`src/rtl/led_scan_pkg.sv`:
```
package led_scan_pkg;

  typedef enum logic [3:0] {
    S_INIT_CLR,
    S_INIT_LAT,
    S_INIT_REL,
    S_IDLE,
    S_RD0,
    S_RD1,
    S_CAP,
    S_CK_LO,
    S_CK_HI,
    S_BLANK,
    S_LAT_LO,
    S_LAT_HI
  } scan_state_e;

  // byte address of the first column byte of a row
  function automatic int unsigned row_base(int unsigned idx, int unsigned bytes_per_row);
    return idx * bytes_per_row;
  endfunction

  // one-hot select code for a row index
  function automatic logic [31:0] row_code(int unsigned idx);
    return 32'd1 << idx;
  endfunction

endpackage

```
`src/rtl/scan_phase_timer.sv`:
```
module scan_phase_timer #(
  parameter int PHASE_CYC = 4
) (
  input  logic clk,
  input  logic rst_n,
  input  logic restart,
  output logic tick
);
  localparam int CW = $clog2(PHASE_CYC + 1);

  logic [CW-1:0] cnt;

  assign tick = (cnt == CW'(PHASE_CYC - 1));

  always_ff @(posedge clk or negedge rst_n) begin
    if (!rst_n)       cnt <= '0;
    else if (restart) cnt <= '0;
    else if (!tick)   cnt <= cnt + 1'b1;
  end

  assert_phase_bound_R5: assert property (@(posedge clk) disable iff (!rst_n)
    cnt < CW'(PHASE_CYC));

endmodule

```
`src/rtl/scan_word_shifter.sv`:
```
module scan_word_shifter #(
  parameter int BYTE_W = 8
) (
  input  logic              clk,
  input  logic              rst_n,
  input  logic              lo_cap,
  input  logic              hi_cap,
  input  logic              shift,
  input  logic [BYTE_W-1:0] data_i,
  output logic              msb_o,
  output logic              last_o
);
  localparam int WORD_BITS = 2 * BYTE_W;
  localparam int BW = $clog2(WORD_BITS);

  logic [BYTE_W-1:0]    lo_q;
  logic [WORD_BITS-1:0] word_q;
  logic [BW-1:0]        bit_q;

  assign msb_o  = word_q[WORD_BITS-1];
  assign last_o = (bit_q == BW'(WORD_BITS - 1));

  always_ff @(posedge clk or negedge rst_n) begin
    if (!rst_n) begin
      lo_q   <= '0;
      word_q <= '0;
      bit_q  <= '0;
    end else begin
      if (lo_cap) lo_q <= data_i;
      if (hi_cap) begin
        word_q <= {data_i, lo_q};
        bit_q  <= '0;
      end else if (shift) begin
        word_q <= {word_q[WORD_BITS-2:0], 1'b0};
        bit_q  <= bit_q + 1'b1;
      end
    end
  end

  // a shift never runs past the final bit of the word
  assert_no_shift_past_last_R3: assert property (@(posedge clk) disable iff (!rst_n)
    shift |-> !last_o);

endmodule

```
`src/rtl/scan_row_driver.sv`:
```
module scan_row_driver #(
  parameter int ROWS = 8
) (
  input  logic                    clk,
  input  logic                    rst_n,
  input  logic                    blank,
  input  logic                    show,
  output logic [$clog2(ROWS)-1:0] idx_o,
  output logic [ROWS-1:0]         row_o
);
  localparam int RW = $clog2(ROWS);

  always_ff @(posedge clk or negedge rst_n) begin
    if (!rst_n) begin
      idx_o <= '0;
      row_o <= '0;
    end else if (blank) begin
      row_o <= '0;
    end else if (show) begin
      row_o <= ROWS'(led_scan_pkg::row_code(32'(idx_o)));
      idx_o <= idx_o + RW'(1);
    end
  end

  assert_row_onehot_R7: assert property (@(posedge clk) disable iff (!rst_n)
    $onehot0(row_o));

  assert_blank_then_zero_R6: assert property (@(posedge clk) disable iff (!rst_n)
    blank |=> row_o == '0);

endmodule

```
`src/rtl/led_row_scanner.sv`:
```
module led_row_scanner #(
  parameter int PHASE_CYC = 4,
  parameter int ROWS      = 8,
  parameter int BYTE_W    = 8,
  parameter int ADDR_W    = 5,
  parameter int ROW_BYTES = 4
) (
  input  logic              clk,
  input  logic              rst_n,
  input  logic              step_i,
  output logic              buf_rd_o,
  output logic [ADDR_W-1:0] buf_addr_o,
  input  logic [BYTE_W-1:0] buf_data_i,
  output logic              ser_data_o,
  output logic              ser_clk_o,
  output logic              latch_n_o,
  output logic              clear_n_o,
  output logic [ROWS-1:0]   row_o,
  output logic              busy_o
);
  import led_scan_pkg::*;

  localparam int RW = $clog2(ROWS);

  scan_state_e state, state_nx;

  // named internal events
  logic          phase_tick;
  logic          state_chg;
  logic          bit_last;
  logic          bit_shift;
  logic          row_blank;
  logic          row_show;
  logic [RW-1:0] row_idx;

  always_comb begin
    state_nx = state;
    unique case (state)
      S_INIT_CLR: if (phase_tick) state_nx = S_INIT_LAT;
      S_INIT_LAT: if (phase_tick) state_nx = S_INIT_REL;
      S_INIT_REL: if (phase_tick) state_nx = S_IDLE;
      S_IDLE:     if (step_i)     state_nx = S_RD0;
      S_RD0:                      state_nx = S_RD1;
      S_RD1:                      state_nx = S_CAP;
      S_CAP:                      state_nx = S_CK_LO;
      S_CK_LO:    if (phase_tick) state_nx = S_CK_HI;
      S_CK_HI:    if (phase_tick) state_nx = bit_last ? S_BLANK : S_CK_LO;
      S_BLANK:    if (phase_tick) state_nx = S_LAT_LO;
      S_LAT_LO:   if (phase_tick) state_nx = S_LAT_HI;
      S_LAT_HI:   if (phase_tick) state_nx = S_IDLE;
      default:                    state_nx = S_IDLE;
    endcase
  end

  always_ff @(posedge clk or negedge rst_n) begin
    if (!rst_n) state <= S_INIT_CLR;
    else        state <= state_nx;
  end

  assign state_chg = (state_nx != state);
  assign bit_shift = (state == S_CK_HI) && phase_tick && !bit_last;
  assign row_blank = (state == S_CK_HI) && phase_tick && bit_last;
  assign row_show  = (state == S_LAT_HI) && phase_tick;

  scan_phase_timer #(.PHASE_CYC(PHASE_CYC)) u_timer (
    .clk     (clk),
    .rst_n   (rst_n),
    .restart (state_chg),
    .tick    (phase_tick)
  );

  scan_word_shifter #(.BYTE_W(BYTE_W)) u_shifter (
    .clk    (clk),
    .rst_n  (rst_n),
    .lo_cap (state == S_RD1),
    .hi_cap (state == S_CAP),
    .shift  (bit_shift),
    .data_i (buf_data_i),
    .msb_o  (ser_data_o),
    .last_o (bit_last)
  );

  scan_row_driver #(.ROWS(ROWS)) u_rows (
    .clk   (clk),
    .rst_n (rst_n),
    .blank (row_blank),
    .show  (row_show),
    .idx_o (row_idx),
    .row_o (row_o)
  );

  assign buf_rd_o   = (state == S_RD0) || (state == S_RD1);
  assign buf_addr_o = ADDR_W'(row_base(32'(row_idx), ROW_BYTES))
                    + ADDR_W'(state == S_RD1);
  assign ser_clk_o  = (state == S_CK_HI);
  assign latch_n_o  = !((state == S_INIT_LAT) || (state == S_LAT_LO));
  assign clear_n_o  = !((state == S_INIT_CLR) || (state == S_INIT_LAT)
                        || (state == S_INIT_REL));
  assign busy_o     = (state != S_IDLE);

  assert_clear_only_busy_R1: assert property (@(posedge clk) disable iff (!rst_n)
    !clear_n_o |-> busy_o);

  assert_sclk_only_busy_R3: assert property (@(posedge clk) disable iff (!rst_n)
    $rose(ser_clk_o) |-> busy_o);

  assert_data_stable_high_R4: assert property (@(posedge clk) disable iff (!rst_n)
    (ser_clk_o && $past(ser_clk_o)) |-> $stable(ser_data_o));

  assert_row_dark_in_latch_R6: assert property (@(posedge clk) disable iff (!rst_n)
    !latch_n_o |-> row_o == '0);

  assert_row_on_after_latch_R7: assert property (@(posedge clk) disable iff (!rst_n)
    ((row_o != $past(row_o)) && (row_o != '0)) |-> (latch_n_o && $past(latch_n_o)));

  assert_row_hold_idle_R10: assert property (@(posedge clk) disable iff (!rst_n)
    (!busy_o && $past(!busy_o)) |-> $stable(row_o));

endmodule

```
`config.mk`:
```
export PLATFORM = sky130hd
export DESIGN_NAME = led_row_scanner
export DESIGN_NICKNAME = d
export VERILOG_FILES = /design/src/rtl/led_scan_pkg.sv /design/src/rtl/scan_phase_timer.sv /design/src/rtl/scan_word_shifter.sv /design/src/rtl/scan_row_driver.sv /design/src/rtl/led_row_scanner.sv
export SDC_FILE = /design/constraint.sdc
export NUM_CORES = 1
export LEC_CHECK = 0
export BUFFER_PORTS_ARGS = -buffer_cell sky130_fd_sc_hd__buf_4
export CAP_MARGIN = 10
export CORE_UTILIZATION = 61
export DETAILED_ROUTE_END_ITERATION = 10
export GPL_TIMING_DRIVEN = 0
export PLACE_DENSITY_LB_ADDON = 0.15
export SETUP_SLACK_MARGIN = 0.05
export SLEW_MARGIN = 20
export SYNTH_ARGS = -nofsm -noshare
export SYNTH_HDL_FRONTEND = slang
export SYNTH_SLANG_ARGS = --single-unit
export TNS_END_PERCENT = 20
```
`constraint.sdc`:
```
create_clock -name clk -period 4.25 [get_ports clk]
set_input_delay 0.425 -clock clk [delete_from_list [all_inputs] [get_ports clk]]
set_output_delay 0.425 -clock clk [all_outputs]
set_load 0.01 [all_outputs]
```
Word-level counts from Yosys, hierarchy flattened
Cells that the tools add are included.
Storage, ports and cells
  output and inout bits: 19
  input bits: 11
  logic and storage cells: 63
  register bits: 46
Operators by class
  multiplexer cells: 18
  add/subtract/negate cells: 4
  reduce and logical (&&, ||, !) cells: 16
  eq/ne operators: 16
  bitwise logic cells: 1
  shift-type cells: 1
Operator list (number)
  $mux 4: 11
  $pmux 4 s11: 1
  $mux 16: 2
  $eq 4x4->1 const B: 5
  $eq 4x3->1 const B: 4
  $mux 8: 2
  $eq 4x2->1 const B: 2
  $shl 1x3->8 const A: 1
  $add 3x1->3 const B: 2
  $mux 3: 2
  $add 5x1->5: 1
  $add 4x1->4 const B: 1
  $eq 4x1->1 const B: 1
  $logic_and 1x1->1: 4
  $logic_not 4->1: 1
  $logic_or 1x1->1: 4
  $ne 4x2->1 const B: 1
  $ne 4x4->1: 1
  $reduce_bool 2->1: 2
  $eq 3x2->1 const B: 1
  $logic_not 1->1: 3
  $ne 2x1->1 const B: 1
  $reduce_and 2->1: 1
  $reduce_or 2->1: 1
  $not 1->1: 1

Logic depth before layout (Yosys ltp)
  word-level depth: 6
  gate-level depth with buffers: 8
  gate-level depth less buffers: 6

Modules after synthesis
Synthesis repeated with hierarchy kept, for this count alone.
Unflattened totals
  cells, all modules: 212
  area, all modules: 2293.4 um^2
Modules (own cells, without submodules)
  scan_word_shifter: instances 1, area an instance 1229.9 um^2, cells an instance 104
  scan_row_driver: instances 1, area an instance 519.2 um^2, cells an instance 36
  led_row_scanner: instances 1, area an instance 400.4 um^2, cells an instance 60
  scan_phase_timer: instances 1, area an instance 143.9 um^2, cells an instance 12

Least setup slack after synthesis
Ideal clock, no wire load.
  path type: reg2reg
  start point: reg u_timer.cnt[0]
  end point: reg u_shifter.word_q[10]
  slack: 2438 ps
  stages on the path, launching flop included: 8
  period minus slack after synthesis: 1812 ps
  path buffers: 3
  arrival: 1686 ps
  path through: dfrtp_1 ha_1 ha_1 clkbuf_1 and3_1 buf_2 buf_2 a221o_1
Between the ends
  cells in the longest elaborated chain, start to end: 4
RTL lines
  from (decl): line scan_phase_timer.sv:11  | logic [CW-1:0] cnt;
  from (signal assigned): line scan_phase_timer.sv:18  | else if (!tick) cnt <= cnt + 1'b1;
  $eq 3x2->1: line scan_phase_timer.sv:13  | assign tick = (cnt == CW'(PHASE_CYC - 1));
  $logic_and 1x1->1 (2 in a row): line led_row_scanner.sv:61  | assign bit_shift = (state == S_CK_HI) && phase_tick && !bit_last;
  $reduce_bool 2->1 (no line)
  to (signal assigned): line scan_word_shifter.sv:31  | word_q <= {data_i, lo_q};
  to (signal assigned): line scan_word_shifter.sv:34  | word_q <= {word_q[WORD_BITS-2:0], 1'b0};
  to (decl): line scan_word_shifter.sv:17  | logic [WORD_BITS-1:0] word_q;
Every way passes these cells.
A chain may end at the register's enable or synchronous reset.

Worst setup path after layout
  start point: reg state[1]
  end point: out buf_addr_o[0]
Between the ends
  cells in the longest elaborated chain, start to end: 2
RTL lines
  from (decl): line led_row_scanner.sv:25  | scan_state_e state, state_nx;
  from (signal assigned): line led_row_scanner.sv:57  | else state <= state_nx;
  $eq 4x3->1
  net u_shifter.lo_cap: line scan_word_shifter.sv:6  | input logic lo_cap,
  $add 5x1->5: line led_row_scanner.sv:94  | + ADDR_W'(state == S_RD1);
  to (decl): line led_row_scanner.sv:12  | output logic [ADDR_W-1:0] buf_addr_o,
The timed path passes the listed nets, and every way through them passes these cells.

==> results.cfg <==
[cells_and_area]
areaGrowthSynthToFinish_pct = 16.6
finalInstanceArea_sq_mm = 0.00266
fin_util = 0.766
layout-drive-gt1-share = 0.242
num_antenna_cells = 0
fin_nets = 268

[timing]
setup_viol = 0
slew_violations = 0
slew-limit-headroom = 0.616
finClkSkew_ns = 0.00251
rsz0062_at_grt = no
max_clock_freq_mhz = 445
period_share = 0.529
hold_viol = 0
tightest_slew_ns = 0.574
fin_crit_ns = 2.25
tns_ns = 0

[clock_network]
cts_buffers = 5
cts_resized = 0
cts_tree = yes
postCtsSetupBuffers = 0
clock_latency_ns = 0.30
cts_max_path_buffers = 2
root_buffer = clkbuf_8
clkSlewWorstSetupHoldPaths_ns = 0.08
clock-sinks = 46
cts_hold_buf = 0
htree_num_levels = 2

[synthesis]
yosys.area.top_type_share = 0.505
synthesis.area_sq_mm = 0.00228
ys.flop_type = dfrtp_1
synth_commonest_cells = dfrtp_1 (46), nand2_1 (21), and3_1 (14)
yosysMostFrequentCell = dfrtp_1
async_reset_ff_frac = 1.00
yosys_warnings = 0
synth_nets = 233
yosys_register_bits = 46
yosys.area.top_type = dfrtp_1
syn_avg_cell_area_sq_um = 10.8
seq_area_frac_synth = 0.505
synthTopCellsByArea = dfrtp_1 (50%), a221o_1 (5.7%), ha_1 (5.5%), mux2_2 (4.9%), and3_1 (3.8%)
synth_cell_types = 41
netlist_instances = 212
synth-edff-count = 0

[placed_design]
place_congestion = 0.895
dp_hpwl_mm = 2.94
dpl_cell_area_sq_mm = 0.00255
numPortBuffers = 28

[floorplan]
ios = 30
row_count = 21
start_util = 0.657
die_w_um = 63.1
coreArea_sq_mm = 0.00347
fp.dieH_um = 63.1
die-area_sq_mm = 0.00399

[power]
vdd_drop_max_v = 0.000216
p_leak_nw = 1.33
power_density_mw_per_mm2 = 294
p_total_mw = 0.780

[critical_path]
r2r-end = u_shifter.word_q[15]
crit_path_start_kind = flip-flop
crit_fanout = 10
reg2reg_setup_slack_ns = 2.19
cp.arrival_ns = 1.82
worst_ep_required_time_ns = 3.83
reg2reg_from = u_timer.cnt[0]
reg2reg_depth = 8
critPathKind = flip-flop to output pin
cp-end-kind = output pin

[routing]
antenna_left = 0
wire_per_inst_um = 15.3
num_vias = 1745
drcViolationCount = 0
viasPerCell = 5.94
drtIter0Drc = 138
firstDrtPassIters = 4
routed_wl_mm = 4.50

[worst_hold_path]
hp-class = input port to async pin

[global_route]
overflow = 0
antenna_found_initial = 0
grt_pass1_wl_mm = 7.82
track_usage = 0.260
grt_max_degree = 47
grt_pass1_vias = 1658

[flow_run]
maxCapViolCount = 0

[status]
outcome = completed
[kinds of logic (layout without fill, tap and decap cells)]
| family | after synthesis | after routing | share of synthesized area |
|---|---|---|---|
| fa+ha+maj | 10 | 10 | 0.0549 |
| mux | 12 | 12 | 0.0582 |
| xor+xnor | 3 | 3 | 0.0115 |
| compound gates | 43 | 43 | 0.144 |
| other cells | 1 | 1 | 0.00164 |
| flops | 46 | 46 | 0.505 |
| simple gates | 70 | 70 | 0.169 |
| buf+inv | 27 | 63 | 0.0554 |
[stage by stage]
step | hold slack (ns) | std cells | setup slack [ns]
detailed placement | 0.456 | 286 | 2.22
finish | 0.0972 | 294 | 2.00
CTS | 0.127 | 294 | 1.98
floorplan | 0.129 | 212 | 2.44
global placement | 0.450 | 286 | 2.24
global route | 0.152 | 294 | 1.84
[layout by cell type (no fill, tap or decap), types with 2 or more instances in the layout]
master | synthesis | layout
dfrtp_1 | 46 | 46
buf_4 | 2 | 30
nand2_1 | 21 | 21
and3_1 | 14 | 14
a221o_1 | 13 | 13
inv_1 | 10 | 10
mux2_2 | 10 | 10
nor2_1 | 10 | 10
ha_1 | 10 | 10
buf_2 | 8 | 8
a21oi_1 | 8 | 8
clkbuf_1 | 6 | 7
o21ai_0 | 6 | 6
o32ai_1 | 6 | 6
nand3_1 | 5 | 5
clkbuf_8 | 0 | 5
nand2b_1 | 3 | 3
nor2b_1 | 3 | 3
o22ai_1 | 3 | 3
nand3b_1 | 2 | 2
and2_1 | 2 | 2
nand4_1 | 2 | 2
mux2i_1 | 2 | 2
xnor2_1 | 2 | 2
[registers in the layout, summed over array words and instances, names as in the netlist]
name and count:
u_timer.cnt 3, u_shifter.bit_q 4, u_rows.idx_o 3, u_shifter.word_q 16, u_shifter.lo_q 8, state 4, u_rows.row_o 8
[cell type report]
cell class	instances	area, sq um
Sequential cell	46	1150
Multi-Input combinational cell	139	1000
Fill cell	253	811
Timing Repair Buffer	28	210
Buffer	17	88.8
Clock buffer	6	72.6
Tap cell	46	57.6
Clock inverter	2	37.5
Inverter	10	37.5
[report_power, final]
| group | switching [mW] | leakage [nW] | total (mW) | internal [mW] |
|---|---|---|---|---|
| logic | 0.0116 | 0.662 | 0.0195 | 0.00790 |
| clock network | 0.147 | 0.0514 | 0.322 | 0.175 |
| registers | 0.000460 | 0.613 | 0.439 | 0.438 |
| total | 0.159 | 1.33 | 0.780 | 0.621 |
[worst max path at each step]
stage | startpoint | to | slack (ns)
5_1_grt | state[0] | buf_addr_o[0] | 1.84
3_3_place_gp | u_timer.cnt[0] | u_shifter.word_q[9] | 2.24
4_1_cts | state[1] | buf_addr_o[0] | 1.98
6_report | state[1] | buf_addr_o[0] | 2.00
3_5_place_dp | u_timer.cnt[0] | u_shifter.word_q[15] | 2.22
2_1_floorplan | u_timer.cnt[0] | u_shifter.word_q[10] | 2.44
[layer usage]
metal	vias up	global-route usage	routed length (um)
li1	831	-	-
met1	850	0.358	2120
met2	53	0.382	2090
met3	11	0.0797	206
met4	0	0.105	92
met5	-	0	0
[critical path, stage by stage (launching register included)]
cell and delay (ns):
dfrtp_1 0.42, buf_2 0.19, nand2b_1 0.17, nor2_2 0.42, buf_4 0.20, buf_4 0.11
(Power assumes the default switching activity.)
